===== config.mk =====
export PLATFORM = sky130hd
export DESIGN_NAME = link_init_seq
export DESIGN_NICKNAME = d
export VERILOG_FILES = /design/src/rtl/link_init_pkg.sv /design/src/rtl/lis_lane_all.sv /design/src/rtl/lis_wait_timer.sv /design/src/rtl/lis_fsm.sv /design/src/rtl/link_init_seq.sv
export SDC_FILE = /design/constraint.sdc
export NUM_CORES = 1
export LEC_CHECK = 0
export BUFFER_PORTS_ARGS = -buffer_cell sky130_fd_sc_hd__buf_2
export CAP_MARGIN = 30
export CORE_UTILIZATION = 35
export CTS_CLUSTER_DIAMETER = 200
export DETAILED_ROUTE_END_ITERATION = 10
export PLACE_DENSITY_LB_ADDON = 0.15
export SETUP_SLACK_MARGIN = 0.2
export SYNTH_ARGS = -nofsm -noshare
export SYNTH_HDL_FRONTEND = slang
export SYNTH_SLANG_ARGS = --single-unit

===== constraint.sdc =====
create_clock -name clk -period 2.4 [get_ports clk]
set_input_delay 0.24 -clock clk [delete_from_list [all_inputs] [get_ports clk]]
set_output_delay 0.24 -clock clk [all_outputs]
set_load 0.01 [all_outputs]

===== src/rtl/link_init_pkg.sv =====
package link_init_pkg;

  typedef enum logic [7:0] {
    ST_RESET    = 8'h01,
    ST_CLKALIGN = 8'h02,
    ST_DSCR     = 8'h04,
    ST_NZWAIT   = 8'h08,
    ST_TS1      = 8'h10,
    ST_DESKEW   = 8'h20,
    ST_ZWAIT    = 8'h40,
    ST_ACTIVE   = 8'h80
  } lis_state_t;

  typedef enum logic [2:0] {
    TX_NULL    = 3'd0,
    TX_PRBS    = 3'd1,
    TX_SCRNULL = 3'd2,
    TX_TS1     = 3'd3,
    TX_NORMAL  = 3'd4
  } lis_tx_t;

  function automatic lis_tx_t tx_for(input lis_state_t s);
    case (s)
      ST_DSCR:            return TX_PRBS;
      ST_NZWAIT:          return TX_SCRNULL;
      ST_TS1, ST_DESKEW:  return TX_TS1;
      ST_ZWAIT:           return TX_SCRNULL;
      ST_ACTIVE:          return TX_NORMAL;
      default:            return TX_NULL;
    endcase
  endfunction

endpackage


===== src/rtl/lis_lane_all.sv =====
module lis_lane_all #(
  parameter int LANES = 8
) (
  input  logic [LANES-1:0] flags,
  output logic             all_set
);
  // A lane milestone counts only once every lane reports it.
  assign all_set = &flags;
endmodule


===== src/rtl/lis_wait_timer.sv =====
module lis_wait_timer #(
  parameter int TMO_W = 16
) (
  input  logic             clk,
  input  logic             rst_n,
  input  logic [TMO_W-1:0] limit,
  input  logic             in_wait,
  input  logic             moving,
  output logic             expire
);
  logic [TMO_W-1:0] cnt;

  // Cleared on every step change, so it counts cycles spent in the current step.
  always_ff @(posedge clk or negedge rst_n) begin
    if (!rst_n)                cnt <= '0;
    else if (!in_wait || moving) cnt <= '0;
    else                       cnt <= cnt + 1'b1;
  end

  assign expire = in_wait && (limit != '0) && (cnt == limit);
endmodule


===== src/rtl/lis_fsm.sv =====
module lis_fsm
  import link_init_pkg::*;
(
  input  logic       clk,
  input  logic       rst_n,
  input  logic       clk_all,
  input  logic       dscr_all,
  input  logic       wlock_all,
  input  logic       lanes_aligned,
  input  logic       rx_nonzero,
  input  logic       rx_ts1_seen,
  input  logic       rx_null_seen,
  input  logic       tret_active,
  input  logic       regload_done,
  input  logic       expire,
  output lis_state_t state,
  output logic       in_wait,
  output logic       moving,
  output logic       regload_req,
  output logic       dev_rst_n,
  output logic       timeout_err,
  output lis_tx_t    tx_sel
);
  lis_state_t nxt;

  always_comb begin
    nxt = state;
    case (state)
      ST_RESET:    if (regload_req && regload_done) nxt = ST_CLKALIGN;
      ST_CLKALIGN: if (clk_all) nxt = ST_DSCR;
                   else if (expire) nxt = ST_RESET;
      ST_DSCR:     if (dscr_all) nxt = ST_NZWAIT;
                   else if (expire) nxt = ST_RESET;
      ST_NZWAIT:   if (rx_nonzero) nxt = ST_TS1;
                   else if (expire) nxt = ST_RESET;
      ST_TS1:      if (rx_ts1_seen) nxt = ST_DESKEW;
                   else if (expire) nxt = ST_RESET;
      ST_DESKEW:   if (lanes_aligned && wlock_all) nxt = ST_ZWAIT;
                   else if (expire) nxt = ST_RESET;
      ST_ZWAIT:    if (rx_null_seen && tret_active) nxt = ST_ACTIVE;
                   else if (expire) nxt = ST_RESET;
      ST_ACTIVE:   nxt = ST_ACTIVE;
      default:     nxt = ST_RESET;
    endcase
  end

  assign in_wait = (state != ST_RESET) && (state != ST_ACTIVE);
  assign moving  = (nxt != state);

  always_ff @(posedge clk or negedge rst_n) begin
    if (!rst_n) begin
      state       <= ST_RESET;
      regload_req <= 1'b0;
      dev_rst_n   <= 1'b0;
      timeout_err <= 1'b0;
    end else begin
      state       <= nxt;
      regload_req <= (nxt == ST_RESET);
      dev_rst_n   <= (nxt != ST_RESET);
      if (in_wait && nxt == ST_RESET) timeout_err <= 1'b1;
    end
  end

  assign tx_sel = tx_for(state);
endmodule


===== src/rtl/link_init_seq.sv =====
module link_init_seq
  import link_init_pkg::*;
#(
  parameter int LANES = 8,
  parameter int TMO_W = 16
) (
  input  logic             clk,
  input  logic             rst_n,
  input  logic [TMO_W-1:0] tmo_limit,
  input  logic             regload_done,
  input  logic [LANES-1:0] rx_clk_ok,
  input  logic [LANES-1:0] rx_dscr_lock,
  input  logic [LANES-1:0] rx_word_lock,
  input  logic             rx_lanes_aligned,
  input  logic             rx_nonzero,
  input  logic             rx_ts1_seen,
  input  logic             rx_null_seen,
  input  logic             tret_active,
  output logic             regload_req,
  output logic             dev_rst_n,
  output logic             tx_hiz,
  output logic [2:0]       tx_sel,
  output logic [7:0]       status,
  output logic             timeout_err
);
  logic       clk_all, dscr_all, wlock_all;
  logic       in_wait, moving, expire;
  lis_state_t state;
  lis_tx_t    tx_code;

  lis_lane_all #(.LANES(LANES)) u_clk_all  (.flags(rx_clk_ok),    .all_set(clk_all));
  lis_lane_all #(.LANES(LANES)) u_dscr_all (.flags(rx_dscr_lock), .all_set(dscr_all));
  lis_lane_all #(.LANES(LANES)) u_wl_all   (.flags(rx_word_lock), .all_set(wlock_all));

  lis_wait_timer #(.TMO_W(TMO_W)) u_timer (
    .clk(clk), .rst_n(rst_n), .limit(tmo_limit),
    .in_wait(in_wait), .moving(moving), .expire(expire)
  );

  lis_fsm u_fsm (
    .clk(clk), .rst_n(rst_n),
    .clk_all(clk_all), .dscr_all(dscr_all), .wlock_all(wlock_all),
    .lanes_aligned(rx_lanes_aligned), .rx_nonzero(rx_nonzero),
    .rx_ts1_seen(rx_ts1_seen), .rx_null_seen(rx_null_seen),
    .tret_active(tret_active), .regload_done(regload_done),
    .expire(expire), .state(state), .in_wait(in_wait), .moving(moving),
    .regload_req(regload_req), .dev_rst_n(dev_rst_n),
    .timeout_err(timeout_err), .tx_sel(tx_code)
  );

  assign status = state;
  assign tx_sel = tx_code;
  assign tx_hiz = ~dev_rst_n;
endmodule


# After elaboration in Yosys (flattened, before gate mapping)
# Index checks and enable logic that the tools add are counted.
[word_totals]
output_inout_bits = 15
register_bits = 27
input_bits = 48
word_cells = 47
[classes]
n_bitwise = 1
n_mux = 11
n_eq_ne = 14
reduce_logical = 15
add_sub_neg = 1
[ops]
columns = ["op", "n"]
rows = [
  ["8-bit 2-to-1 mux", 8],
  ["8-bit case mux with 8 select lines", 1],
  ["8-bit AND reduction", 3],
  ["16-bit by 1-bit adder with 16-bit output (second input constant)", 1],
  ["16-bit == test", 1],
  ["8-bit by 1-bit == test with 1-bit output (second input constant)", 2],
  ["16-bit 2-to-1 mux", 1],
  ["8-bit by 1-bit != test with 1-bit output (second input constant)", 2],
  ["16-bit nonzero test", 1],
  ["3-bit case mux with 4 select lines", 1],
  ["8-bit by 2-bit == test with 1-bit output (second input constant)", 1],
  ["8-bit by 3-bit == test with 1-bit output (second input constant)", 1],
  ["8-bit by 4-bit == test with 1-bit output (second input constant)", 1],
  ["8-bit by 5-bit == test with 1-bit output (second input constant)", 1],
  ["8-bit by 6-bit == test with 1-bit output (second input constant)", 1],
  ["8-bit by 7-bit == test with 1-bit output (second input constant)", 1],
  ["8-bit == test (second input constant)", 1],
  ["8-bit != test", 1],
  ["8-bit != test (second input constant)", 1],
  ["1-bit logical AND", 7],
  ["2-bit OR reduction", 2],
  ["1-bit logical NOT", 1],
  ["1-bit logical OR", 1],
  ["1-bit NOT", 1],
]

# Depth between registers and ports, before layout
# Gate-level depths: netlist (run 1).
[logic_depth]
depth_word = 10
depth_mapped = 6
mapped_depth_nobuf = 6

# Hierarchy
# Synthesis (run 1) repeated with hierarchy kept, for this count alone.
[hier_totals]
cells_unflattened = 220
area_unflattened_um2 = 1899.3
[by_module_without_submodules]
columns = ["module", "instances", "cells_per_inst", "area_each_um2"]
rows = [
  ["lis_wait_timer", 1, 108, 998.5],
  ["lis_fsm", 1, 102, 848.3],
  ["lis_lane_all", 3, 3, 16.3],
  ["link_init_seq", 1, 1, 3.8],
]

# Least setup slack after synthesis (run 1)
# OpenSTA, ideal clock, no wires.
[synth_path]
path_kind = "reg2reg"
startpoint = "register u_fsm.state[2]"
endpoint = "register u_fsm.regload_req"
n_path_buf = 0
arrival_time_ps = 1737
t_required_ps = 2276
path_stages_with_launch = 6
setup_ps = 124
setup_slack_ps = 539
period_less_slack_ps = 1861
path_cell_list = "dfrtp_1 > nor4_4 > nand2_1 > o311ai_2 > nor3_1 > a211o_1"
[synth_via]
elab_chain_cells = 8
[synth_rtl]
columns = ["item", "line", "text"]
rows = [
  ["from (decl)", "lis_fsm.sv:16", "output lis_state_t state,"],
  ["from (signal assigned)", "lis_fsm.sv:57", "state <= nxt;"],
  ["8-bit by 1-bit != test with 1-bit output or 8-bit != test (tied branches)", "lis_fsm.sv:47", "assign in_wait = (state != ST_RESET) && (state != ST_ACTIVE);"],
  ["1-bit logical AND", "lis_fsm.sv:47", ""],
  ["1-bit logical AND (2 in series)", "lis_wait_timer.sv:20", "assign expire = in_wait && (limit != '0) && (cnt == limit);"],
  ["8-bit 2-to-1 mux", "-", ""],
  ["8-bit 2-to-1 mux, or another cell as far along", "lis_fsm.sv:40", "ST_ZWAIT: if (rx_null_seen && tret_active) nxt = ST_ACTIVE;"],
  ["8-bit case mux with 8 select lines (*)", "lis_fsm.sv:28", "case (state)"],
  ["8-bit by 1-bit == test with 1-bit output (*)", "lis_fsm.sv:58", "regload_req <= (nxt == ST_RESET);"],
  ["to (signal assigned)", "lis_fsm.sv:58", ""],
  ["to (decl)", "lis_fsm.sv:19", "output logic regload_req,"],
]
# Every way passes the cells marked *; elsewhere a longest branch is shown, timed or not.
# A chain may end at the register's enable or synchronous reset.

# Worst setup path after layout (run 1)
[layout_path]
startpoint = "register u_fsm.state[0]"
endpoint = "register u_fsm.regload_req"
# Same word-level chain as after synthesis.

==> results of run 1 <==
-- cell usage after synthesis, drive strengths merged --
library cell  number  area, µm²
nor3              22        170
inv                5       18.8
nand3b             1       7.51
nor2              11       41.3
o21ai              3       15.0
or3                4       25.0
o311ai             1       16.3
and4               2       17.5
dfrtp             26        651
xnor2              6       52.6
ha                 1       12.5
a211oi             1       7.51
o211ai             2       20.0
nor2b              6       37.5
and2               1       6.26
nand3             13       70.1
dfstp              1       26.3
a211o              3       26.3
buf                3       21.3
nor4              10       92.6
xor2              24        210
nand2             14       55.1
nand4b             2       17.5
a32oi              2       17.5
or2                1       6.26
nand2b             1       6.26
o31ai              4       30.0
and3               6       37.5
nand4             10       62.6
nor3b              2       15.0
o32ai              2       17.5
a21oi              5       28.8
-- logic make-up after synthesis --
group                      count (synthesis)
and+or+nand+nor                          106
xor gates and xnor gates                  30
DFF                                       27
AOI/OAI and AO/OA                         23
buffers and inverters                      8
adders and majority gates                  1
-- how the worst max path moves through the flow --
stage,to,slack [ns],depth (start not counted),startpoint
finish,u_fsm.regload_req,0.39,6,u_fsm.state[0]
global route,u_fsm.dev_rst_n,0.27,6,u_fsm.state[0]
CTS,tx_sel[1],0.23,4,u_fsm.state[2]
detailed placement,u_fsm.state[1],0.30,6,u_timer.cnt[12]
global placement,u_fsm.state[1],0.33,6,u_fsm.state[2]
floorplan,u_fsm.regload_req,0.54,5,u_fsm.state[2]
-- repair_timing --
action | in CTS | in global routing
gates resized for setup | 0 | 3
setup endpoints to repair | 0 | 18
endpoints found under the hold margin | 26 | 0
setup buffers | 0 | 2
hold buffers | 1 | 0
-- power breakdown --
group,total (µW),switching (µW),internal (µW)
Clock,265,149,117
Combinational,462,271,190
Sequential,543,45.2,497
-- layer usage --
| metal | GRT usage | vias up | routed length [µm] |
|---|---|---|---|
| met2 | 0.316 | 64 | 2240 |
| met1 | 0.221 | 804 | 2180 |
| met4 | 0.0566 | 0 | 54 |
| li1 | - | 865 | - |
| met5 | 0 | - | 0 |
| met3 | 0.0176 | 5 | 225 |
-- flip-flops by register name, indices dropped and copies added (netlist names) --
register,cells
u_fsm.regload_req,1
u_fsm.timeout_err,1
u_fsm.dev_rst_n,1
u_timer.cnt,16
u_fsm.state,8
-- tightest hold or removal path: stages --
cell and delay, ns:
buf_2 0.11, nand3_1 0.06, a32oi_1 0.06
-- metrics by stage --
| stage | instances | total power (µW) | util |
|---|---|---|---|
| after floorplan | 195 | 828 | - |
| after global placement | 327 | 985 | 0.441 |
| after detailed placement | 327 | 986 | 0.441 |
| after CTS | 332 | 1260 | 0.452 |
| after global routing | 334 | 1350 | 0.458 |
| final | 334 | 1270 | 0.458 |
-- layout make-up --
type | count | area (µm²) | share of cell area
Multi-Input combinational cell | 160 | 1130 | 0.488
Sequential cell | 27 | 677 | 0.291
Timing Repair Buffer | 68 | 362 | 0.156
Tap cell | 70 | 87.6 | 0.0377
Clock buffer | 3 | 41.3 | 0.0178
Inverter | 5 | 18.8 | 0.00807
Clock inverter | 1 | 5.00 | 0.00215
==> results, run 1 <==
- The run finished with clean final reports.
- The synthesized instance count is 195.
- Measured along the x axis, the die boundary spans 74.5 µm.
- The final-stage net count is 314.
- The slew at the pin closest to its max-slew limit is 0.655 ns.
- The sequential area share after synthesis is 0.368.
- For flop-to-flop paths, the worst setup slack is 0.39 ns.
- The number of remaining DRC errors is 0.
- The CTS sink count is 27.
- The startpoint identified for the worst hold timing path is rx_ts1_seen.
- Summed over all cells, the static leakage comes to 0.00106 µW.
- The number of nets in the synthesized netlist is 244.
- The post-synthesis compound-gate area fraction is 0.0973.
- After synthesis the netlist holds a flip-flop and latch count of 27.
- The post-detailed-route count of antenna-violating nets is 0.
- Setup repair after global routing left no endpoint under its margin.
- Once layout is done, the placed cells without fillers occupy 2320 µm².
- For this run, the total global-route usage over all layers was measured as 0.176.
- The mean cell area of the mapped netlist is 9.43 µm².
- The count of H-tree levels built during CTS is 1.
- Of the total synthesized cell area, the portion taken by full adders, half adders and majority gates is 0.00680.
- The number of antenna violations at the first check in global routing was 0.
- In this run the worst path has a maximum fanout of 7.
- The clock edge transition at the registers on the reported setup and hold paths is 0.10 ns.
- The TritonCTS clock tree is built.
- The via count of the first global-routing pass is 1,613.
- At the worst endpoint, the required time is 2.56 ns.
- The cell area that synthesis handed to floorplanning was 1840 µm².
- The post-route clock period utilization is 0.839.
- The number of failing hold endpoints at the final stage is 0.
- The first-pass GRT wire length is 7380 µm.
- The library cell contributing the largest single delay on the critical path is dfstp_2.
- Adding up every negative setup slack in the final design gives 0 ns.
- The weighted congestion reported at the end of routability-driven placement is 0.810.
- For this configuration, the core starts out at a cell density of 0.362.
- The sum of overflow across all layers after global routing is 0.
- Counting instances, the worst hold path has a depth of 3.
- The count of synthesis-stage warnings from yosys is 0.
- The number of antenna diodes in the final layout is 0.
- Once detailed placement completed, the half-perimeter wirelength came to 3570 µm.
- For this block, the routed nets add up to 4690 µm of wire.
- Across the run, the number of max-cap violations was 0.
- The mean routed wirelength per cell is 14.0 µm.
- The delay of the slowest cell on the worst path is 0.60 ns.
- The tightest min-delay check is of the primary input to register type.
- Pin placement for this block handled 63 I/O pins.
- The critical path in this run is classified as register to register.
- The worst setup path is launched from a register.
- TritonCTS created 3 clock buffers.
- The synthesized-area fraction occupied by xor and xnor cells is 0.143.
- For this run, the detailed router's first-pass iteration total came to 4.
- The critical path's top delay family is simple AND/OR/NAND/NOR gates.
- At the placement stage, the worst setup path has a slack of 0.304 ns.
- Of the cells placed in the final design, the portion with a size suffix greater than 1 is 0.352.
- The floorplan has 26 rows.
- The synthesized netlist contains 40 unique library cells.
- The achievable clock frequency is 496 MHz.
- The power density over the cells is 546 nW/µm².
- The pin count of the biggest net entering global routing is 28.
- The tightest slew margin relative to the limit is 0.564.
- The port buffer count is 62.
- The die height is 74.5 µm.
- The cell at the root of the clock tree is clkbuf_8.
- The path depth of the worst reg2reg path is 6.
- The dominant combinational cell family by area after synthesis is simple AND/OR/NAND/NOR gates.
- The standard cell core area is 5070 µm².
- The endpoint identified for the worst register-to-register timing path is u_fsm.regload_req.
- The insertion delay of the later-clocked pin in the worst-skew pair is 0.28 ns.
- The die footprint is 5550 µm².
- The multiplexer share of the synthesized area is 0.
- STA classifies the critical path endpoint as a register.
- The routed layout has 1,738 vias.
- The maximum number of buffers from clock root to sink is 2.
- Using the TritonRoute via totals, the vias-per-cell ratio works out to 5.20.
- The sink of the worst hold path is u_fsm.state[5].
- The arrival time of the worst setup path is 2.18 ns.
- The area added between synthesis and finish is 26.4%.
- The post-layout minimum cycle time is 2.01 ns.
- The final max-slew violation count is 0.
- The critical path goes through nor4_4 -> buf_4 -> nand4_1 -> o211ai_2 -> or3_1 -> a211o_1.
- The top cell types in the final layout, fill and taps aside, are buf_2, dfrtp_1, xor2_1.
- The number of setup violations in the final report is 0.
- Hold timing on the final database bottoms out at a slack of 0.215 ns.
- The number of buffers and inverters on the critical path is 1.
- The placement-stage cell area is 2240 µm².
- In this run the critical register-to-register path is launched from u_fsm.state[0].
- The largest vdd supply drop is 0.257 mV.
- The smallest setup slack after layout is 0.385 ns.
- Of the total synthesized cell area, the portion taken by AND, OR, NAND and NOR gates is 0.363.
- Fill cells in the final layout number 522.
- Leaving out fill and tap cells, the most frequent cell in the layout is buf_2.
- The iteration-0 DRC count of the detailed router is 72.
- For the final database, setup skew stands at 0.00561 ns.
Power figures use the tool's default switching activity.
==> inputs of run 2 (changes only) <==
- ABC_AREA: default -> 1
- clock period: 2.4 -> 1.92 ns (I/O delays scaled with it)
==> results, run 2 <==
- Status: completed (unchanged).
- The predominant post-synthesis flop cell is dfrtp_1 (unchanged).
- Counting I/O delays and the setup requirement, the final critical path takes 1.71 ns.
- The type of the worst setup path is register to output port (was register to register).
- The CTS sink count was 27 (unchanged).
- The number of flip-flops under the largest register name is 16 (unchanged).
- The mean routed wirelength per cell was 10.6 µm (was 14.0 µm).
- The final-stage net count is 455 (was 314).
- The cell area after layout is 2690 µm² (was 2320 µm²).
- The number of CTS-inserted buffers is 3 (unchanged).
- The post-synthesis share of cell area spent on full adders, half adders and majority gates was 0.00591 (was 0.00680).
- The number of distinct library cells after synthesis is 25 (was 40).
- The type of origin of the critical path is a register (unchanged).
- The type of the worst min-delay path is primary input to register (unchanged).
- The iteration-0 DRC count of the detailed router is 100 (was 72).
- The largest vdd supply drop is 0.400 mV (was 0.257 mV).
- The number of fill cells is 604 (was 522).
- The kind of end point of the critical path is an output port (was register).
- The initial core utilization came to 0.373 (was 0.362).
- The clock skew after layout is 0.00176 ns (was 0.00561 ns).
- The pin count of the biggest net entering global routing came to 28 (unchanged).
- The mapped cell area is 2120 µm² (was 1840 µm²).
- The maximum net fanout on the critical path is 4 (was 7).
- The most common library cell in the layout ignoring fill and taps was nand2_1 (was buf_2).
- The width of the die is 79.8 µm (was 74.5 µm).
- The via total after detailed routing is 2,164 (was 1,738).
- The power density over the cells came to 608 nW/µm² (was 546 nW/µm²).
- The arrival time of the worst setup path is 1.52 ns (was 2.18 ns).
- The number of maximum-capacitance violations was 0 (unchanged).
- The cell with the most instances after synthesis is nand2_1 (was dfrtp_1).
- The most flop-heavy register is u_timer.cnt (unchanged).
- The count of synthesis-stage warnings from yosys is 0 (unchanged).
- The insertion delay of the later-clocked pin in the worst-skew pair is 0.27 ns (was 0.28 ns).
- The number of synthesized flops with an enable pin was 0 (unchanged).
- The reported leakage power is 0.00142 µW (was 0.00106 µW).
- The cell accounting for the most synthesized area is dfrtp_1 (unchanged).
- The mean cell area of the mapped netlist was 6.35 µm² (was 9.43 µm²).
- The detail-routed via count per cell is 4.54 (was 5.20).
- The required time of the critical path is 1.73 ns (was 2.56 ns).
- Top library cells by usage in the layout, fill and taps aside: nand2_1, buf_2, inv_1 (was buf_2, dfrtp_1, xor2_1).
- Area contributors post-synth: dfrtp_1, nand2_1, inv_1 (was dfrtp_1, xor2_1, nor3_2).
- The die footprint is 6360 µm² (was 5550 µm²).
- The total nets after synthesis is 382 (was 244).
- The register bit count reported by yosys is 27 (unchanged).
- The fraction of final layout cells sized beyond drive strength 1 is 0.321 (was 0.352).
- The startpoint of the worst setup timing path is u_fsm.state[0] (unchanged).
- The synthesized-area fraction occupied by xor and xnor cells was 0.0290 (was 0.143).
- The top metal layer carrying routed signals is met4 (unchanged).
- The final max-slew violation count is 0 (unchanged).
- The path depth of the worst reg2reg path was 10 (was 6).
- The maximum number of buffers from clock root to sink is 2 (unchanged).
- The dominant combinational cell family by area after synthesis was simple AND/OR/NAND/NOR gates (unchanged).
- The tightest slew margin relative to the limit was 0.572 (was 0.564).
- Registers with the most flip-flops: u_timer.cnt (16), u_fsm.state (8) (unchanged).
- The accumulated negative setup slack was 0 ns (unchanged).
- The slew at the pin closest to its max-slew limit is 0.642 ns (was 0.655 ns).
- The number of placed I/O pins is 63 (unchanged).
- The area added between synthesis and finish came to 27.2% (was 26.4%).
- The number of cells traversed by the worst hold path is 3 (unchanged).
- The number of failing hold endpoints at the final stage is 0 (unchanged).
- The clock edge transition at the registers on the reported setup and hold paths is 0.10 ns (about the same).
- The length of routed wiring on met1 came to 2430 µm (was 2180 µm).
- The number of setup violations in the final report is 0 (unchanged).
- The standard cell core area was 5680 µm² (was 5070 µm²).
- The achievable clock frequency is 586 MHz.
- The post-synthesis compound-gate area fraction is 0.0266 (was 0.0973).
- The area share of and/or/nand/nor cells after synthesis is 0.497 (was 0.363).
- The multiplexer share of the synthesized area came to 0 (unchanged).
- The first-pass iteration count of the detailed router is 4 (unchanged).
- The weighted congestion reported at the end of routability-driven placement was 0.864 (was 0.810).
- The end of the worst register-to-register path is u_fsm.dev_rst_n (was u_fsm.regload_req).
- The number of remaining DRC errors came to 0 (unchanged).
- The final total power is 1640 µW (was 1270 µW).
- The total length of routed met3 wires was 221 µm (was 225 µm).
- The met2 wirelength from detailed routing is 2390 µm (was 2240 µm).
- The cell at the root of the clock tree was clkbuf_8 (unchanged).
- The combined global-route utilization of all metal layers is 0.167 (was 0.176).
- The post-detailed-placement half-perimeter wirelength is 4000 µm (was 3570 µm).
- The sequential area share after synthesis is 0.320 (was 0.368).
- The routed wire length is 5060 µm (was 4690 µm).
- The endpoint of the most critical setup path is tx_sel[0] (was u_fsm.regload_req).
- Dividing the final minimum period by the clock period gives 0.890.
- Unrepaired setup endpoints after global routing: yes (was no).
- Most common library cells after synthesis: nand2_1, inv_1, nor2_1 (was dfrtp_1, xor2_1, nand2_1).
- The number of antenna violations at the first check in global routing was 0 (unchanged).
- The post-detailed-route count of antenna-violating nets is 0 (unchanged).
- The first-pass GRT wire length is 8470 µm (was 7380 µm).
- The worst flop-to-flop path startpoint is u_fsm.state[0] (unchanged).
- The flop-to-flop setup slack was 0.27 ns (was 0.39 ns).
- The placement-stage cell area came to 2500 µm² (was 2240 µm²).
- The area fraction of the dominant cell type after synthesis is 0.308 (was 0.354).
- The number of placement rows is 27 (was 26).
- The TritonCTS clock tree is built (unchanged).
- The sum of overflow across all layers after global routing is 0 (unchanged).
- The die height is 79.8 µm (was 74.5 µm).
- The via count of the first global-routing pass is 1,993 (was 1,613).
- The number of diodes was 0 (unchanged).
- The synthesized instance count is 333 (was 195).
- The post-synthesis async set-or-reset flop share is 1.00 (unchanged).
- The port buffer count is 62 (unchanged).
- The count of H-tree levels built during CTS was 1 (unchanged).
-- run 2: changes by cell type after synthesis, sizes merged, moves of 3 or more --
cell   before  now
a211o       3    0
inv         5   63
nor2b       6    0
or3         4    0
xor2       24    7
xnor2       6    0
nor4       10    1
nor2       11   55
and3        6    0
o31ai       4    0
nand2      14  122
-- run 2: metrics by stage --
step                      setup slack (ns)  instances  hold WS [ns]   util
after floorplan                      0.340        333        -0.104      -
after global placement               0.213        466         0.255  0.440
after detailed placement             0.170        466         0.253  0.440
after CTS                            0.162        471         0.168  0.455
after global routing                 0.133        477         0.172  0.474
final                                0.212        477         0.168  0.474
-- run 2: kinds of logic after synthesis --
group | Yosys count
adders and majority gates | 1
and+or+nand+nor | 223
xor gates and xnor gates | 7
buffers and inverters | 64
AOI/OAI and AO/OA | 11
DFF | 27
-- run 2: layout make-up --
type	count	area [µm²]	share of cell area
clock buffer	3	41.3	0.0153
multi-input combinational	242	1260	0.470
tap	72	90.1	0.0335
inverter	63	239	0.0888
timing repair buffer	69	372	0.138
clock inverter	1	5.00	0.00186
sequential	27	681	0.253
-- run 2: power breakdown --
group	total (µW)	switching, µW	internal, µW
clock	336	191	146
combinational	624	382	242
sequential	677	51.1	626
-- run 2: how the worst min path moves through the flow --
stage,endpoint,from
after floorplan,u_fsm.dev_rst_n,rst_n
after global placement,u_timer.cnt[0],rst_n
after CTS,u_fsm.state[4],rx_nonzero
after detailed placement,u_fsm.state[7],rst_n
final,u_fsm.state[4],rx_nonzero
after global routing,u_fsm.state[4],rx_nonzero
-- run 2: repair_timing --
item | CTS | global route
hold buffers | 1 | 0
pin swaps | 2 | 5
resized for setup | 8 | 18
endpoints found under the hold margin | 26 | 0
buffers inserted | 0 | 6
setup endpoints to repair | 9 | 22
-- run 2: per-layer routing --
metal / track usage / up-vias
met5: 0 / -
met4: 0.0321 / 0
met3: 0.0206 / 2
met2: 0.296 / 54
met1: 0.218 / 953
li1: - / 1155
-- run 2: critical path: stages (launching register included) --
cell and delay, ns:
dfstp_2 0.59, nor2_4 0.05, nand2_4 0.08, buf_4 0.11, o21ai_2 0.06, or2_4 0.23
buf_6 0.12
